### src/rtl/sigchg_pkg.sv
package sigchg_pkg;
    localparam int SLOTS_DEF  = 32;
    localparam int DW_DEF     = 8;
    localparam int QDEPTH_DEF = 8;
    localparam logic [7:0] IDLE_BYTE = 8'hFF;
endpackage

### src/rtl/sigchg_upmem.sv
module sigchg_upmem #(
    parameter int CH = 16,
    parameter int DW = 8,
    localparam int CW = $clog2(CH)
) (
    input  logic          clk,
    input  logic          rst_n,
    input  logic          wr_en,
    input  logic [CW-1:0] wr_chan,
    input  logic [DW-1:0] rx_byte,
    input  logic [CW-1:0] rd_chan,
    output logic          differs,
    output logic [DW-1:0] rd_data
);
    typedef struct packed {
        logic [CH-1:0][DW-1:0] mem;
    } state_t;

    localparam state_t RST = '{mem: {CH{DW'(sigchg_pkg::IDLE_BYTE)}}};

    state_t st_d, st_q;

    always_comb begin
        st_d    = st_q;
        differs = (st_q.mem[wr_chan] != rx_byte);
        if (wr_en && differs) begin
            st_d.mem[wr_chan] = rx_byte;
        end
        rd_data = st_q.mem[rd_chan];
    end

    always_ff @(posedge clk or negedge rst_n) begin
        if (!rst_n) st_q <= RST;
        else        st_q <= st_d;
    end
endmodule

### src/rtl/sigchg_queue.sv
module sigchg_queue #(
    parameter int DEPTH = 8,
    parameter int CW    = 4,
    localparam int PW   = $clog2(DEPTH),
    localparam int NW   = $clog2(DEPTH + 1)
) (
    input  logic          clk,
    input  logic          rst_n,
    input  logic          push,
    input  logic [CW-1:0] push_data,
    input  logic          pop,
    output logic          nonempty,
    output logic [CW-1:0] head,
    output logic          overflow
);
    localparam logic [NW-1:0] FULL = NW'(DEPTH);

    typedef struct packed {
        logic [DEPTH-1:0][CW-1:0] ent;
        logic [PW-1:0]            rd;
        logic [PW-1:0]            wr;
        logic [NW-1:0]            cnt;
        logic                     ovf;
    } state_t;

    state_t st_d, st_q;
    logic   pop_ok, push_ok;

    function automatic logic [PW-1:0] nxt(input logic [PW-1:0] p);
        return (p == PW'(DEPTH - 1)) ? '0 : p + 1'b1;
    endfunction

    always_comb begin
        st_d    = st_q;
        pop_ok  = pop && (st_q.cnt != '0);
        push_ok = push && ((st_q.cnt != FULL) || pop_ok);
        if (push_ok) begin
            st_d.ent[st_q.wr] = push_data;
            st_d.wr           = nxt(st_q.wr);
        end
        if (pop_ok) begin
            st_d.rd = nxt(st_q.rd);
        end
        case ({push_ok, pop_ok})
            2'b10:   st_d.cnt = st_q.cnt + 1'b1;
            2'b01:   st_d.cnt = st_q.cnt - 1'b1;
            default: st_d.cnt = st_q.cnt;
        endcase
        if (push && !push_ok) begin
            st_d.ovf = 1'b1;
        end
    end

    always_ff @(posedge clk or negedge rst_n) begin
        if (!rst_n) st_q <= '0;
        else        st_q <= st_d;
    end

    assign nonempty = (st_q.cnt != '0);
    assign head     = st_q.ent[st_q.rd];
    assign overflow = st_q.ovf;
endmodule

### src/rtl/sigchg_dnmem.sv
module sigchg_dnmem #(
    parameter int CH = 16,
    parameter int DW = 8,
    localparam int CW = $clog2(CH)
) (
    input  logic          clk,
    input  logic          rst_n,
    input  logic          wr_en,
    input  logic [CW-1:0] wr_chan,
    input  logic [DW-1:0] wr_data,
    input  logic          frame_start,
    input  logic [CW-1:0] rd_chan,
    output logic [DW-1:0] rd_data
);
    typedef struct packed {
        logic [CH-1:0][DW-1:0] staged;
        logic [CH-1:0][DW-1:0] active;
    } state_t;

    localparam state_t RST = '{staged: {CH{DW'(sigchg_pkg::IDLE_BYTE)}},
                               active: {CH{DW'(sigchg_pkg::IDLE_BYTE)}}};

    state_t st_d, st_q;

    always_comb begin
        st_d = st_q;
        if (frame_start) begin
            st_d.active = st_q.staged;
        end
        if (wr_en) begin
            st_d.staged[wr_chan] = wr_data;
        end
        rd_data = st_q.active[rd_chan];
    end

    always_ff @(posedge clk or negedge rst_n) begin
        if (!rst_n) st_q <= RST;
        else        st_q <= st_d;
    end
endmodule

### src/rtl/sigchg_detector.sv
module sigchg_detector #(
    parameter int SLOTS  = sigchg_pkg::SLOTS_DEF,
    parameter int DW     = sigchg_pkg::DW_DEF,
    parameter int QDEPTH = sigchg_pkg::QDEPTH_DEF,
    localparam int CH    = SLOTS / 2,
    localparam int SW    = $clog2(SLOTS),
    localparam int CW    = $clog2(CH)
) (
    input  logic          clk,
    input  logic          rst_n,
    input  logic          slot_valid,
    input  logic [SW-1:0] slot_num,
    input  logic [DW-1:0] rx_byte,
    output logic          tx_en,
    output logic [DW-1:0] tx_byte,
    input  logic [CW-1:0] up_rd_chan,
    output logic [DW-1:0] up_rd_data,
    input  logic          dn_wr_en,
    input  logic [CW-1:0] dn_wr_chan,
    input  logic [DW-1:0] dn_wr_data,
    output logic          irq,
    output logic [CW-1:0] chg_chan,
    input  logic          chg_pop,
    output logic          ovf
);
    typedef struct packed {
        logic seen_start;
        logic armed;
    } arm_t;

    arm_t          arm_d, arm_q;
    logic          frame_start, ctrl_slot, differs, push;
    logic [CW-1:0] ctrl_chan;
    logic [DW-1:0] act_byte;

    assign frame_start = slot_valid && (slot_num == '0);
    assign ctrl_slot   = slot_valid && slot_num[0];
    assign ctrl_chan   = slot_num[SW-1:1];

    always_comb begin
        arm_d = arm_q;
        if (frame_start) begin
            arm_d.seen_start = 1'b1;
            arm_d.armed      = arm_q.armed | arm_q.seen_start;
        end
        push = ctrl_slot && differs && arm_q.armed;
    end

    always_ff @(posedge clk or negedge rst_n) begin
        if (!rst_n) arm_q <= '0;
        else        arm_q <= arm_d;
    end

    sigchg_upmem #(.CH(CH), .DW(DW)) u_upmem (
        .clk     (clk),
        .rst_n   (rst_n),
        .wr_en   (ctrl_slot),
        .wr_chan (ctrl_chan),
        .rx_byte (rx_byte),
        .rd_chan (up_rd_chan),
        .differs (differs),
        .rd_data (up_rd_data)
    );

    sigchg_queue #(.DEPTH(QDEPTH), .CW(CW)) u_queue (
        .clk       (clk),
        .rst_n     (rst_n),
        .push      (push),
        .push_data (ctrl_chan),
        .pop       (chg_pop),
        .nonempty  (irq),
        .head      (chg_chan),
        .overflow  (ovf)
    );

    sigchg_dnmem #(.CH(CH), .DW(DW)) u_dnmem (
        .clk         (clk),
        .rst_n       (rst_n),
        .wr_en       (dn_wr_en),
        .wr_chan     (dn_wr_chan),
        .wr_data     (dn_wr_data),
        .frame_start (frame_start),
        .rd_chan     (ctrl_chan),
        .rd_data     (act_byte)
    );

    assign tx_en   = ctrl_slot;
    assign tx_byte = ctrl_slot ? act_byte : DW'(sigchg_pkg::IDLE_BYTE);
endmodule

### config.mk
export PLATFORM = sky130hd
export DESIGN_NAME = sigchg_detector
export DESIGN_NICKNAME = d
export VERILOG_FILES = /design/src/rtl/sigchg_pkg.sv /design/src/rtl/sigchg_upmem.sv /design/src/rtl/sigchg_queue.sv /design/src/rtl/sigchg_dnmem.sv /design/src/rtl/sigchg_detector.sv
export SDC_FILE = /design/constraint.sdc
export NUM_CORES = 1
export LEC_CHECK = 0
export BUFFER_PORTS_ARGS = -buffer_cell sky130_fd_sc_hd__buf_2
export CORE_MARGIN = 2
export CORE_UTILIZATION = 55
export CTS_CLUSTER_SIZE = 14
export DETAILED_ROUTE_END_ITERATION = 12
export PLACE_DENSITY_LB_ADDON = 0.12
export SLEW_MARGIN = 20
export SYNTH_ARGS = -nofsm -noshare
export SYNTH_HDL_FRONTEND = slang
export SYNTH_SLANG_ARGS = --single-unit
### constraint.sdc
create_clock -name clk -period 3.2 [get_ports clk]
set_input_delay 0.16 -clock clk [delete_from_list [all_inputs] [get_ports clk]]
set_output_delay 0.16 -clock clk [all_outputs]
set_load 0.01 [all_outputs]
; Word level (Yosys, flattened, before mapping)
; Index checks and enable logic that the tools add are counted.
[word_totals]
ff_bits = 429
inputBits = 34
output_inout_bits = 23
word_cells = 117
[op_classes]
addsub = 4
magnitude_cmp = 8
n_eq_ne = 6
n_mux = 21
bitwise_logic = 1
n_reduce_logical = 15
[ops]
columns = op, count
row1 = 128-bit bitwise mux, 2
row2 = 8-bit binary-select mux with 4-bit select, 3
row3 = 8-bit demux with 4-bit select, 2
row4 = 8-bit 2-to-1 mux, 6
row5 = 32-bit bitwise mux, 1
row6 = 4-bit by 5-bit < comparator with 1-bit output (second input constant), 3
row7 = 4-bit binary-select mux with 3-bit select, 1
row8 = 4-bit demux with 3-bit select, 1
row9 = 1-bit logical AND, 10
row10 = 4-bit by 1-bit greater-or-equal comparator with 1-bit output (second input constant), 2
row11 = 3-bit by 4-bit < comparator with 1-bit output (second input constant), 2
row12 = 4-bit 2-to-1 mux, 2
row13 = 8-bit != test, 1
row14 = 4-bit case mux with 2 select lines, 1
row15 = 3-bit by 1-bit adder with 3-bit output (second input constant), 2
row16 = 3-bit == test (second input constant), 2
row17 = 3-bit 2-to-1 mux, 2
row18 = 5-bit logical NOT, 1
row19 = 4-bit by 1-bit adder with 4-bit output (second input constant), 1
row20 = 4-bit != test (second input constant), 1
row21 = 4-bit nonzero test, 1
row22 = 4-bit by 1-bit subtractor with 4-bit output (second input constant), 1
row23 = 3-bit by 1-bit greater-or-equal comparator with 1-bit output (second input constant), 1
row24 = 2-bit by 1-bit == test with 1-bit output (second input constant), 1
row25 = 5 further kinds, 5

; Longest topological paths before layout
; Gate-level depths: netlist of run 1.
[logic_depth]
word_depth = 8
mapped_depth = 19
ltp_nobuf = 15

; Cells and area by module
; A second synthesis of run 1 with hierarchy kept.
[hier_totals]
cells_unflattened = 1270
hier_area_um2 = 21210.3
[modules_own_cells]
columns = mod, n_inst, cells_each, area_per_inst_um2, seq_area_each_um2
row1 = sigchg_dnmem, 1, 638, 10919.2, 6726.5
row2 = sigchg_upmem, 1, 457, 7886.3, 3363.2
row3 = sigchg_queue, 1, 155, 2239.6, 1076.0
row4 = sigchg_detector, 1, 20, 165.2, 50.0

; Worst setup path after synthesis of run 1
; Ideal clock, no wire load.
[synth_path]
path_kind = reg-to-reg
start = reg u_upmem.st_q[90] (netlist name)
end = reg u_queue.st_q[4] (netlist name)
setup_time_ns = 0.125
arrival_time_ns = 3.277
required_time_ns = 3.075
setup_slack_ns = -0.202
path_stages_with_launch = 17
synth_period_minus_slack_ns = 3.402
cell_sequence = dfstp_2 -> mux2i_1 -> mux4_2 -> xnor2_1 -> nor3_1 -> a31oi_2 -> nor3_4 -> buf_6 -> nor2_1 -> inv_1 -> ha_1 -> ha_1 -> a21o_1 -> a21oi_1 -> xnor2_1 -> nor2_1 -> xor2_1
[synth_between]
elab_chain_cells = 8
elab_cells_between_ends = 10
[synth_lines]
columns = element, line_no
row1 = "start, declared", sigchg_upmem.sv:21  ; state_t st_d, st_q;
row2 = "start signal, assigned", sigchg_upmem.sv:34  ; else st_q <= st_d;
row3 = 8-bit binary-select mux with 4-bit select *, sigchg_upmem.sv:25  ; differs = (st_q.mem[wr_chan] != rx_byte);
row4 = 8-bit 2-to-1 mux (implied by the code) *, sigchg_upmem.sv:25
row5 = 8-bit != test *, sigchg_upmem.sv:25
row6 = 1-bit logical AND * (2 in a row), sigchg_detector.sv:46  ; push = ctrl_slot && differs && arm_q.armed;
row7 = 1-bit logical AND *, sigchg_queue.sv:36  ; push_ok = push && ((st_q.cnt != FULL) || pop_ok);
row8 = 2-bit by 1-bit == test with 1-bit output or 2-bit == test (tied branches), sigchg_queue.sv:44  ; case ({push_ok, pop_ok})
row9 = 4-bit case mux with 2 select lines or 2-bit nonzero test (tied branches), -
row10 = "end signal, assigned", sigchg_queue.sv:56  ; else st_q <= st_d;
row11 = "end, declared", sigchg_queue.sv:26  ; state_t st_d, st_q;
; Every way passes the cells marked *; elsewhere a longest branch is shown, timed or not. The select of a mux whose other input is x is not followed.
; A chain may end at the register's enable or synchronous reset.

; Worst setup path in the final report of run 1
[layout_path]
start = reg u_upmem.st_q[50] (netlist name)
end = reg u_upmem.st_q[52] (netlist name)
[layout_between]
elab_chain_cells = 4
[layout_lines]
columns = element, line_no
row1 = 8-bit binary-select mux with 4-bit select, sigchg_upmem.sv:25
row2 = 8-bit 2-to-1 mux (implied by the code), sigchg_upmem.sv:25
row3 = 8-bit != test, sigchg_upmem.sv:25
row4 = 1-bit logical AND, sigchg_upmem.sv:26  ; if (wr_en && differs) begin
; No other way between the ends. The select of a mux whose other input is x is not followed.

==> results of run 1 <==
## cells in the final DEF (no fill, tap or decap), types with 3 or more instances in the layout
cell | Yosys | routed
sky130_fd_sc_hd__mux2_2 | 433 | 433
sky130_fd_sc_hd__dfstp_2 | 384 | 384
sky130_fd_sc_hd__mux4_2 | 100 | 102
sky130_fd_sc_hd__buf_2 | 17 | 53
sky130_fd_sc_hd__buf_4 | 4 | 51
sky130_fd_sc_hd__clkbuf_16 | 0 | 46
sky130_fd_sc_hd__dfrtp_1 | 45 | 45
sky130_fd_sc_hd__nand2_1 | 25 | 24
sky130_fd_sc_hd__mux2i_1 | 22 | 22
sky130_fd_sc_hd__nor2_1 | 19 | 18
sky130_fd_sc_hd__nand2b_1 | 16 | 16
sky130_fd_sc_hd__clkbuf_1 | 41 | 12
sky130_fd_sc_hd__clkbuf_8 | 0 | 12
sky130_fd_sc_hd__mux4_1 | 13 | 11
sky130_fd_sc_hd__buf_12 | 1 | 10
sky130_fd_sc_hd__xnor2_1 | 11 | 9
sky130_fd_sc_hd__nor2_2 | 12 | 8
sky130_fd_sc_hd__clkinv_2 | 0 | 8
sky130_fd_sc_hd__inv_1 | 8 | 7
sky130_fd_sc_hd__o22ai_1 | 5 | 5
sky130_fd_sc_hd__nor2_4 | 0 | 5
sky130_fd_sc_hd__ha_1 | 7 | 5
sky130_fd_sc_hd__nor3_1 | 5 | 4
sky130_fd_sc_hd__xor2_1 | 4 | 4
sky130_fd_sc_hd__nor3b_1 | 4 | 4
sky130_fd_sc_hd__nor2b_1 | 4 | 4
sky130_fd_sc_hd__nand3b_1 | 4 | 4
sky130_fd_sc_hd__nand3_1 | 5 | 4
sky130_fd_sc_hd__nand4b_4 | 4 | 4
sky130_fd_sc_hd__o21bai_1 | 3 | 3
sky130_fd_sc_hd__o21ai_0 | 3 | 3
## metal layers
metal / vias up / track usage (%) / wire length, um
li1: 4795 / - / -
met1: 5983 / 34.09 / 19870
met2: 227 / 39.69 / 22450
met3: 96 / 3.747 / 1648
met4: 0 / 9.830 / 1612
met5: - / 0 / 0
## state kept, by name (all words and copies together) (netlist names)
register	count
u_dnmem.st_q	256
u_upmem.st_q	128
u_queue.st_q	42
arm_q	2
u_queue.overflow	1
## final timing paths
check                                   endpoint  slack (ns)  depth (start not counted)
worst max-delay path            u_upmem.st_q[52]        0.08                          9
worst min-delay path             u_queue.st_q[8]        0.04                          3
worst max register to register  u_upmem.st_q[52]        0.08                          9
worst min register to register          arm_q[1]        0.44                          2
max in group asynchronous       u_upmem.st_q[53]        2.02                          3
min in group asynchronous        u_queue.st_q[8]        0.19                          2
## worst max-delay path: cells and delay by family (launching register included)
kind                      cells  cell delay, ns
muxes                         3            0.99
and+or+nand+nor               2            0.67
DFF                           1            0.55
AOI/OAI and AO/OA             1            0.32
buffers and inverters         2            0.32
xor gates and xnor gates      1            0.18
## cells by family (layout without fill, tap and decap cells)
logic type | count (synthesis) | after routing | share of synthesized area [%]
AOI/OAI and AO/OA | 19 | 19 | 0.6674
xor gates and xnor gates | 15 | 15 | 0.6430
adders and majority gates | 8 | 8 | 0.5266
buffers and inverters | 88 | 209 | 2.082
DFF | 429 | 429 | 54.89
muxes | 568 | 568 | 37.64
and+or+nand+nor | 112 | 112 | 3.552
## report_power, final
group	switching, uW	leakage [uW]	internal [uW]
registers	803	0.00459	7370
logic	1130	0.00417	1860
clock network	2190	0.000756	3120
total	4120	0.00951	12300
## final cells by class
type,count,share of cell area (%)
clock buffers,70,5.881
multi-input cells,722,38.46
flip-flops and latches,429,48.45
inverters,8,0.1297
clock inverters,15,0.7730
well taps,468,2.530
repair buffers,116,3.773
## through the flow
stage | std cells | hold slack [ns] | worst slack (ns) | setup TNS, ns
floorplan | 1239 | -0.1356 | 0.008779 | 0
global placement | 1739 | 0.2175 | -0.1814 | -6.150
detailed placement | 1739 | 0.2234 | -0.1906 | -4.982
CTS | 1825 | 0.008640 | 0.01478 | 0
global route | 1828 | 0.02945 | -0.03681 | -0.03681
finish | 1828 | 0.03981 | 0.07996 | 0
## timing repair
| item | 4_1_cts | 5_1_grt |
|---|---|---|
| hold buffers | 1 | 0 |
| hold endpoints to repair | 16 | 0 |
| buffers inserted | 0 | 3 |
| setup endpoints to repair | 17 | 58 |
| gates resized for setup | 4 | 9 |
| pin swaps | 0 | 6 |
==> results.py, run 1 <==
metrics = {
    "floorplan": {
        "die_width_um": 196.7,
        "start_util_pct": 55.81,
        "design.die.area_sq_mm": 0.03871,
        "die_h_um": 196.7,
        "core_area_sq_mm": 0.03661,
        "placementRows": 70,
        "ios": 57,
    },
    "route": {
        "drt.antenna.violating_nets": 0,
        "route.vias.total": 11100,
        "drt-initial-drc-count": 471,
        "finalWirelength_um": 45580,
        "route.detailed.wl_per_inst_um": 24.93,
        "viasPerCell": 6.073,
        "firstDrtPassIters": 5,
        "route.detailed.drc": 0,
    },
    "synth": {
        "synth.cells.most_frequent": "sky130_fd_sc_hd__mux2_2, sky130_fd_sc_hd__dfstp_2, sky130_fd_sc_hd__mux4_2, sky130_fd_sc_hd__dfrtp_1, sky130_fd_sc_hd__clkbuf_1",
        "synth_ff_type": "sky130_fd_sc_hd__dfstp_2",
        "netlist.area_leader.share_pct": 49.38,
        "synth_most_common_cell": "sky130_fd_sc_hd__mux2_2",
        "synth_cells": 1239,
        "synth.cell_area_sq_mm": 0.02043,
        "post_synth_num_cell_types": 48,
        "ys_warn_count": 0,
        "synth.ff_latch_count": 429,
        "mean_cell_area_of_the_mapped_netlist_sq_um": 16.49,
        "top_area_cells_in_the_synthesized_netlist": "sky130_fd_sc_hd__dfstp_2, sky130_fd_sc_hd__mux2_2, sky130_fd_sc_hd__mux4_2",
        "synthArstFlopShare_pct": 100.0,
        "net_count_synth": 1281,
        "synth-edff-count": 0,
        "synth_largest_area_cell": "sky130_fd_sc_hd__dfstp_2",
        "seq_area_frac_synth_pct": 54.89,
    },
    "cts": {
        "clk-insertion-delay-late_ns": 0.59,
        "tritoncts": "done",
        "numCtsBuffers": 46,
        "clock_sink_count": 429,
        "cts_htree_levels": 2,
        "clock_path_buffers": 3,
        "cts_root_buffer": "sky130_fd_sc_hd__clkbuf_16",
        "clkSlewWorstSetupHoldPaths_ns": 0.06,
    },
    "final_layout": {
        "n_antenna_cell": 0,
        "area_delta_synth_final_pct": 13.29,
        "final_layout_size_suffix_gt1_share_pct": 84.04,
        "final_area_sq_mm": 0.02315,
        "multiInputGateArea_sq_mm": 0.008902,
        "finish.utilization_pct": 63.23,
        "register_area_sq_mm": 0.01122,
        "fillers": 2738,
        "total_nets_final": 1365,
    },
    "sta": {
        "timing.final.crit_period_ns": 3.120,
        "slew_headroom_pct": 44.89,
        "finalHoldViolCount": 0,
        "finClkSkew_ns": 0.02371,
        "layout_worst_path_cycle_share_pct": 97.50,
        "finalSetupViolCount": 0,
        "rsz0062_at_grt": "true",
        "max_slew.worst_pin.slew_ns": 0.8267,
        "slew_viol_final": 0,
        "max_freq_ghz": 0.3205,
    },
    "critical_path": {
        "setup.worst_path.start_class": "flip-flop",
        "worstSetupPathType": "flip-flop to flip-flop",
        "timing.critical_path.to_type": "flip-flop",
        "worst_path_arrival_time_ns": 3.61,
        "critical_path_required_ns": 3.69,
        "source_of_the_worst_register_to_register_timing_path": "u_upmem.st_q[50]",
        "critical_path.max_fanout": 9,
        "crit_chain": "mux2i_1, mux4_2, xor2_1, a31oi_2, nor3_4, buf_12, buf_4, nor2_2, mux2_2",
        "worstSetupStartpoint": "u_upmem.st_q[50]",
        "cp_slowest_stage_delay_ns": 0.59,
        "critical_path.slowest_cell": "sky130_fd_sc_hd__nor2_2",
    },
    "placed_design": {
        "placedInstanceArea_sq_mm": 0.02151,
        "last_weighted_congestion_value_of_the_routability_driven_placer": 0.8222,
        "hpwlAfterDp_um": 29450,
        "io_buffer_count": 56,
    },
    "pwr": {
        "power.ir.vdd_worst_uv": 472.9,
        "fin_total_pwr_uw": 16460,
        "power.density_cell_area_mw_per_mm2": 711.1,
        "total_leakage_power_uw": 0.009508,
    },
    "global_route": {
        "grt_pass1_vias": 11800,
        "grt.total_usage_pct": 24.67,
        "grt_start_max_net_pins": 93,
        "grt_overflow": 0,
        "grt_first_pass_wirelength_um": 71770,
        "initial_antenna_violation_count": 2,
    },
    "status": {
        "run_status": "completed",
    },
    "hold_path": {
        "hold_start": "chg_pop",
        "timing.hold.worst.class": "input pin to flip-flop",
    },
    "run": {
        "timing.max_cap.violations": 0,
    },
}
No activity file was read; power rests on OpenSTA's default activity.
==> run 2, diff against run 1 <==
==> constraint.sdc (replaced) <==
create_clock -name clk -period 3.2 [get_ports clk]
set_input_delay 0.64 -clock clk [delete_from_list [all_inputs] [get_ports clk]]
set_output_delay 0.64 -clock clk [all_outputs]
set_load 0.01 [all_outputs]
==> results.py, run 2 (same netlist as run 1, synthesis figures left out) <==
metrics = {
    "global_route": {
        "globalRoute.busiestLayer": "met2",
        "initial_antenna_violation_count": 3,
        "grt_util_met1_pct": 34.26,
        "globalRouteMet3Util_pct": 2.960,
        "grt_first_pass_wirelength_um": 72320,
        "grt_pass1_vias": 11880,
        "grt_overflow": 0,
        "use_met2_pct": 41.54,
        "grt.total_usage_pct": 24.85,
        "grt_start_max_net_pins": 83,
    },
    "final_layout": {
        "area_delta_synth_final_pct": 15.30,
        "largest_register": "u_dnmem.st_q",
        "final_layout_size_suffix_gt1_share_pct": 84.73,
        "largest_registers_ranked_by_flip_flop_count": "u_dnmem.st_q (256), u_upmem.st_q (128), u_queue.st_q (42)",
        "fillers": 2650,
        "total_nets_final": 1389,
        "largest_reg_flops": 256,
        "n_antenna_cell": 0,
        "final_area_sq_mm": 0.02356,
        "final_cell_mix": "sky130_fd_sc_hd__mux2_2, sky130_fd_sc_hd__dfstp_2, sky130_fd_sc_hd__mux4_2, sky130_fd_sc_hd__buf_4, sky130_fd_sc_hd__buf_2",
        "final_common_cell": "sky130_fd_sc_hd__mux2_2",
    },
    "sta": {
        "max_freq_ghz": 0.3019,
        "slew_headroom_pct": 25.22,
        "finalHoldViolCount": 0,
        "timing.final.crit_period_ns": 3.313,
        "layout_worst_path_cycle_share_pct": 103.5,
        "setup_ws_post_layout_ns": -0.1129,
        "max_slew.worst_pin.slew_ns": 1.117,
        "finClkSkew_ns": 0.01765,
        "rsz0062_at_grt": "true",
        "finalSetupViolCount": 64,
        "slew_viol_final": 0,
    },
    "cts": {
        "tritoncts": "done",
        "cts_root_buffer": "sky130_fd_sc_hd__clkbuf_16",
        "numCtsBuffers": 47,
        "clock_path_buffers": 3,
        "clkSlewWorstSetupHoldPaths_ns": 0.06,
        "clock_sink_count": 429,
        "clk-insertion-delay-late_ns": 0.58,
        "cts_htree_levels": 2,
    },
    "critical_path": {
        "cp_slowest_stage_delay_ns": 0.69,
        "critical_path.max_fanout": 14,
        "rrSetupSlack_ns": -0.11,
        "worstPathBufferInverterCount": 2,
        "worst_path_arrival_time_ns": 3.81,
        "worstSetupPathType": "flip-flop to flip-flop",
        "path_delay_family": "multiplexers",
        "critical_path.slowest_cell": "sky130_fd_sc_hd__nor2_2",
        "timing.critical_path.to_type": "flip-flop",
        "crit-reg2reg-capture": "u_upmem.st_q[82]",
        "rr_worst_depth": 10,
        "crit_chain": "mux2i_1, mux4_2, xnor2_1, nor3_1, a31oi_2, nor3_4, buf_4, buf_4, nor2_2, mux2_2",
        "setup.worst_path.start_class": "flip-flop",
        "source_of_the_worst_register_to_register_timing_path": "u_upmem.st_q[90]",
        "critical-path-top-cell-by-count": "sky130_fd_sc_hd__buf_4",
        "critical_path_required_ns": 3.69,
    },
    "floorplan": {
        "start_util_pct": 55.81,
        "placementRows": 70,
        "ios": 57,
        "design.die.area_sq_mm": 0.03871,
        "die_width_um": 196.7,
        "core_area_sq_mm": 0.03661,
        "die_h_um": 196.7,
    },
    "pwr": {
        "sw_frac_of_total_pct": 25.03,
        "fin_total_pwr_uw": 16480,
        "p_int_uw": 12360,
        "power.ir.vdd_worst_uv": 483.9,
        "switchingPower_uw": 4125,
        "clockPowerShare_pct": 31.7,
        "total_leakage_power_uw": 0.009724,
        "power.share.combinational_pct": 18.8,
        "share_seq_of_total_power_pct": 49.6,
        "power.density_cell_area_mw_per_mm2": 699.6,
    },
    "route": {
        "route.detailed.wl_per_inst_um": 24.88,
        "route.detailed.drc": 0,
        "finalWirelength_um": 46030,
        "route.vias.total": 11210,
        "drt.antenna.violating_nets": 0,
        "drt-initial-drc-count": 562,
        "viasPerCell": 6.060,
        "firstDrtPassIters": 5,
    },
    "placed_design": {
        "placedInstanceArea_sq_mm": 0.02173,
        "io_buffer_count": 56,
        "hpwlAfterDp_um": 29250,
        "last_weighted_congestion_value_of_the_routability_driven_placer": 0.8107,
    },
    "hold_path": {
        "timing.hold.worst.class": "input pin to asynchronous set/reset pin",
    },
    "run": {
        "timing.max_cap.violations": 0,
    },
    "status": {
        "failing_checks": "negative setup slack",
        "run_status": "complete, but fails checks",
    },
}
==> run 2: power groups by stage <==
| stage | Clock (uW) | Sequential (uW) | Combinational (uW) |
|---|---|---|---|
| detailed placement | 0 | 8240 | 3050 |
| global route | 5570 | 8340 | 3360 |
| finish | 5220 | 8170 | 3100 |
| global placement | 0 | 8190 | 2960 |
| CTS | 5370 | 8160 | 3110 |
| floorplan | 0 | 7870 | 2410 |
==> run 2: layout make-up <==
type	count	area, sq um	area share (%)
clock inverter	15	128.9	0.5470
timing repair buffer	139	1321	5.608
inverter	8	30.03	0.1275
multi-input combinational	722	8909	37.81
tap	468	585.6	2.486
sequential	429	11220	47.61
clock buffer	69	1369	5.810
==> run 2: how the worst max path moves through the flow <==
stage	start	endpoint	slack, ns	depth (start not counted)
3_5_place_dp	slot_num[4]	u_queue.st_q[4]	-0.80	17
2_1_floorplan	slot_num[2]	u_queue.st_q[4]	-0.49	18
3_3_place_gp	slot_num[4]	u_queue.st_q[4]	-0.76	17
4_1_cts	u_upmem.st_q[90]	u_upmem.st_q[82]	-0.10	10
6_report	u_upmem.st_q[90]	u_upmem.st_q[82]	-0.11	10
5_1_grt	u_upmem.st_q[90]	u_upmem.st_q[80]	-0.16	10
==> run 2: metal layers <==
metal	vias to the layer above	routed length, um
li1	4855	-
met1	6033	20100
met2	254	23140
met3	69	1632
met4	0	1162
met5	-	0
==> run 2: metrics by stage <==
step	hold slack (ns)	std cells	util [%]	setup WS [ns]	setup TNS, ns
6_report	0.01911	1850	64.35	-0.1129	-4.066
5_1_grt	0.05449	1850	64.35	-0.1580	-9.766
4_1_cts	0.02957	1847	64.07	-0.1042	-5.065
3_5_place_dp	0.4307	1757	59.36	-0.7981	-89.20
3_3_place_gp	0.4240	1757	59.36	-0.7629	-86.39
2_1_floorplan	0.3444	1239	-	-0.4906	-1.161
==> run 2: repair_timing <==
| action | 4_1_cts | 5_1_grt |
|---|---|---|
| endpoints found under the setup margin | 14 | 134 |
| gates resized for setup | 22 | 12 |
| hold endpoints to repair | 0 | 0 |
| gates cloned | 3 | 1 |
| buffers inserted | 3 | 2 |
| hold buffers | 0 | 0 |
| pin swaps | 1 | 1 |
==> run 3, diff against run 2 <==
--- a/config.mk
+++ b/config.mk
@@ -5,12 +5,14 @@
 export SDC_FILE = /design/constraint.sdc
 export NUM_CORES = 1
 export LEC_CHECK = 0
-export BUFFER_PORTS_ARGS = -buffer_cell sky130_fd_sc_hd__buf_2
+export CORE_ASPECT_RATIO = 1.25
 export CORE_MARGIN = 2
 export CORE_UTILIZATION = 55
 export CTS_CLUSTER_SIZE = 14
 export DETAILED_ROUTE_END_ITERATION = 12
+export DONT_BUFFER_PORTS = 1
 export PLACE_DENSITY_LB_ADDON = 0.12
+export RECOVER_POWER = 100
 export SLEW_MARGIN = 20
 export SYNTH_ARGS = -nofsm -noshare
 export SYNTH_HDL_FRONTEND = slang
==> results.py, run 3 (same netlist as run 1, synthesis figures left out) <==
metrics = {
    "global_route": {
        "grt_pass1_vias": 11490,
        "grt_start_max_net_pins": 430,
        "grt.total_usage_pct": 22.95,
        "grt_first_pass_wirelength_um": 67940,
        "grt_overflow": 0,
        "initial_antenna_violation_count": 0,
    },
    "critical_path": {
        "timing.critical_path.to_type": "flip-flop",
        "path_delay_family": "multiplexers",
        "critical_path.slowest_cell": "sky130_fd_sc_hd__mux4_2",
        "rrSetupSlack_ns": 0.09,
        "crit-reg2reg-capture": "u_queue.st_q[4]",
        "worstPathBufferInverterCount": 1,
        "critical_path_required_ns": 3.64,
        "crit_chain": "mux4_2, mux2i_1, mux2i_1, xnor2_1, o2111ai_2, nor3_4, nor2_4, inv_2, ha_4, ha_4, a21o_1, a21oi_2, xnor2_1, nor2_1, xor2_1",
        "rr_worst_depth": 15,
        "source_of_the_worst_register_to_register_timing_path": "u_upmem.st_q[101]",
        "worstSetupPathType": "flip-flop to flip-flop",
        "setup.worst_path.start_class": "flip-flop",
        "cp_slowest_stage_delay_ns": 0.46,
        "worst_path_arrival_time_ns": 3.54,
        "critical_path.max_fanout": 4,
    },
    "placed_design": {
        "io_buffer_count": 0,
        "last_weighted_congestion_value_of_the_routability_driven_placer": 0.7562,
        "post-place-cells": 1663,
        "hpwlAfterDp_um": 25610,
    },
    "floorplan": {
        "ios": 57,
        "placementRows": 78,
        "die_h_um": 219.5,
        "core_area_sq_mm": 0.03650,
        "start_util_pct": 55.98,
        "design.die.area_sq_mm": 0.03872,
        "die_width_um": 176.4,
    },
    "route": {
        "firstDrtPassIters": 4,
        "viasPerCell": 6.109,
        "drt-initial-drc-count": 509,
        "route.vias.total": 10690,
        "route.detailed.drc": 0,
        "finalWirelength_um": 42810,
        "route.detailed.wl_per_inst_um": 24.48,
        "drt.antenna.violating_nets": 0,
    },
    "cts": {
        "clkSlewWorstSetupHoldPaths_ns": 0.06,
        "clock_path_buffers": 3,
        "cts_root_buffer": "sky130_fd_sc_hd__clkbuf_16",
        "numCtsBuffers": 45,
        "cts_htree_levels": 2,
        "tritoncts": "done",
        "post_cts_setup_repair_buffer_count": 0,
        "clock_sink_count": 429,
        "clk-insertion-delay-late_ns": 0.56,
    },
    "sta": {
        "slew_viol_final": 364,
        "rsz0062_at_grt": "true",
        "finalHoldViolCount": 0,
        "slew_headroom_pct": -33.11,
        "max_slew.worst_pin.slew_ns": 1.997,
        "layout_worst_path_cycle_share_pct": 97.08,
        "finClkSkew_ns": 0.01525,
        "timing.final.crit_period_ns": 3.106,
        "finalSetupViolCount": 0,
        "final_hold_slack_ns": 0.04971,
        "max_freq_ghz": 0.3219,
    },
    "final_layout": {
        "area_delta_synth_final_pct": 9.871,
        "finish.utilization_pct": 61.50,
        "final_cell_mix": "sky130_fd_sc_hd__mux2_2, sky130_fd_sc_hd__dfstp_2, sky130_fd_sc_hd__mux4_2, sky130_fd_sc_hd__clkbuf_16, sky130_fd_sc_hd__dfrtp_1",
        "total_nets_final": 1274,
        "largest_registers_ranked_by_flip_flop_count": "u_dnmem.st_q (256), u_upmem.st_q (128), u_queue.st_q (42)",
        "final_common_cell": "sky130_fd_sc_hd__mux2_2",
        "final_layout_size_suffix_gt1_share_pct": 82.51,
        "largest_reg_flops": 256,
        "fillers": 2760,
        "n_antenna_cell": 0,
        "register_area_sq_mm": 0.01122,
        "multiInputGateArea_sq_mm": 0.008841,
        "largest_register": "u_dnmem.st_q",
        "final_cell_count_no_fill": 1749,
    },
    "pwr": {
        "power.density_cell_area_mw_per_mm2": 723.5,
        "power.ir.vdd_worst_uv": 568.7,
        "total_leakage_power_uw": 0.009005,
    },
    "status": {
        "failing_checks": "max-capacitance violations, max-slew violations",
        "run_status": "complete, but fails checks",
    },
    "hold_path": {
        "timing.hold.worst.class": "input pin to asynchronous set/reset pin",
    },
    "run": {
        "timing.max_cap.violations": 1,
    },
}
## run 3: cell types whose count changed in the layout (fill, tap and decap cells not counted), sizes merged
cell	delta
bufbuf	-2
bufinv	+4
clkinv	-2
dlygate4sd3	+1
clkbuf	+6
clkinvlp	+3
buf	-123
## run 3: power by group
group          switching [uW]  internal (uW)  leakage (uW)
logic                     834           1760       0.00364
clock network            2150           3330      0.000774
registers                 799           7370       0.00459
total                    3790          12500       0.00900
## run 3: what timing repair did
action / CTS / global route
setup endpoints to repair: 0 / 1
resized for setup: 0 / 8
endpoints found under the hold margin: 122 / 46
## run 3: worst max-delay path by stage
stage,slack (ns),cells after the start,startpoint,endpoint
final,0.09,15,u_upmem.st_q[101],u_queue.st_q[4]
after global routing,-0.06,15,u_upmem.st_q[32],u_queue.st_q[4]
after global placement,-0.27,15,slot_num[3],u_queue.st_q[4]
after CTS,0.03,15,u_upmem.st_q[61],u_queue.st_q[4]
after detailed placement,-0.27,15,slot_num[3],u_queue.st_q[4]
after floorplan,-0.49,18,slot_num[2],u_queue.st_q[4]
## run 3: per-layer routing
layer  global-route usage, %  routed length, um
met2                   38.68              21770
met1                   30.07              17730
met3                   4.193               2001
met4                   7.989               1312
met5                       0                  0
## run 3: per-stage QoR
stage               instance area [sq um]  worst slack [ns]   TNS, ns  power, uW
floorplan                           20490           -0.4906    -1.161      10280
global placement                    20900           -0.2750    -4.538      10700
detailed placement                  20900           -0.2708    -5.874      10840
CTS                                 22480           0.03176         0      16410
global route                        22450          -0.06342  -0.06342      17010
finish                              22450           0.09351         0      16240
## run 3: layout make-up
cell class,instances,area share [%]
inverters,8,0.1338
flip-flops and latches,429,49.96
clock buffers,64,5.969
well taps,480,2.675
repair buffers,26,0.7970
clock inverters,20,1.081
multi-input cells,722,39.38
## run 3: worst reg2reg max path, delay by kind of cell (launching register included)
family	cells	cell delay, ns
XOR/XNOR	3	0.45
multiplexers	3	0.74
flip-flops	1	0.38
adder cells (fa/ha/maj)	2	0.33
AO/OA/AOI/OAI	3	0.52
AND/OR/NAND/NOR	3	0.51
buffers and inverters	1	0.07
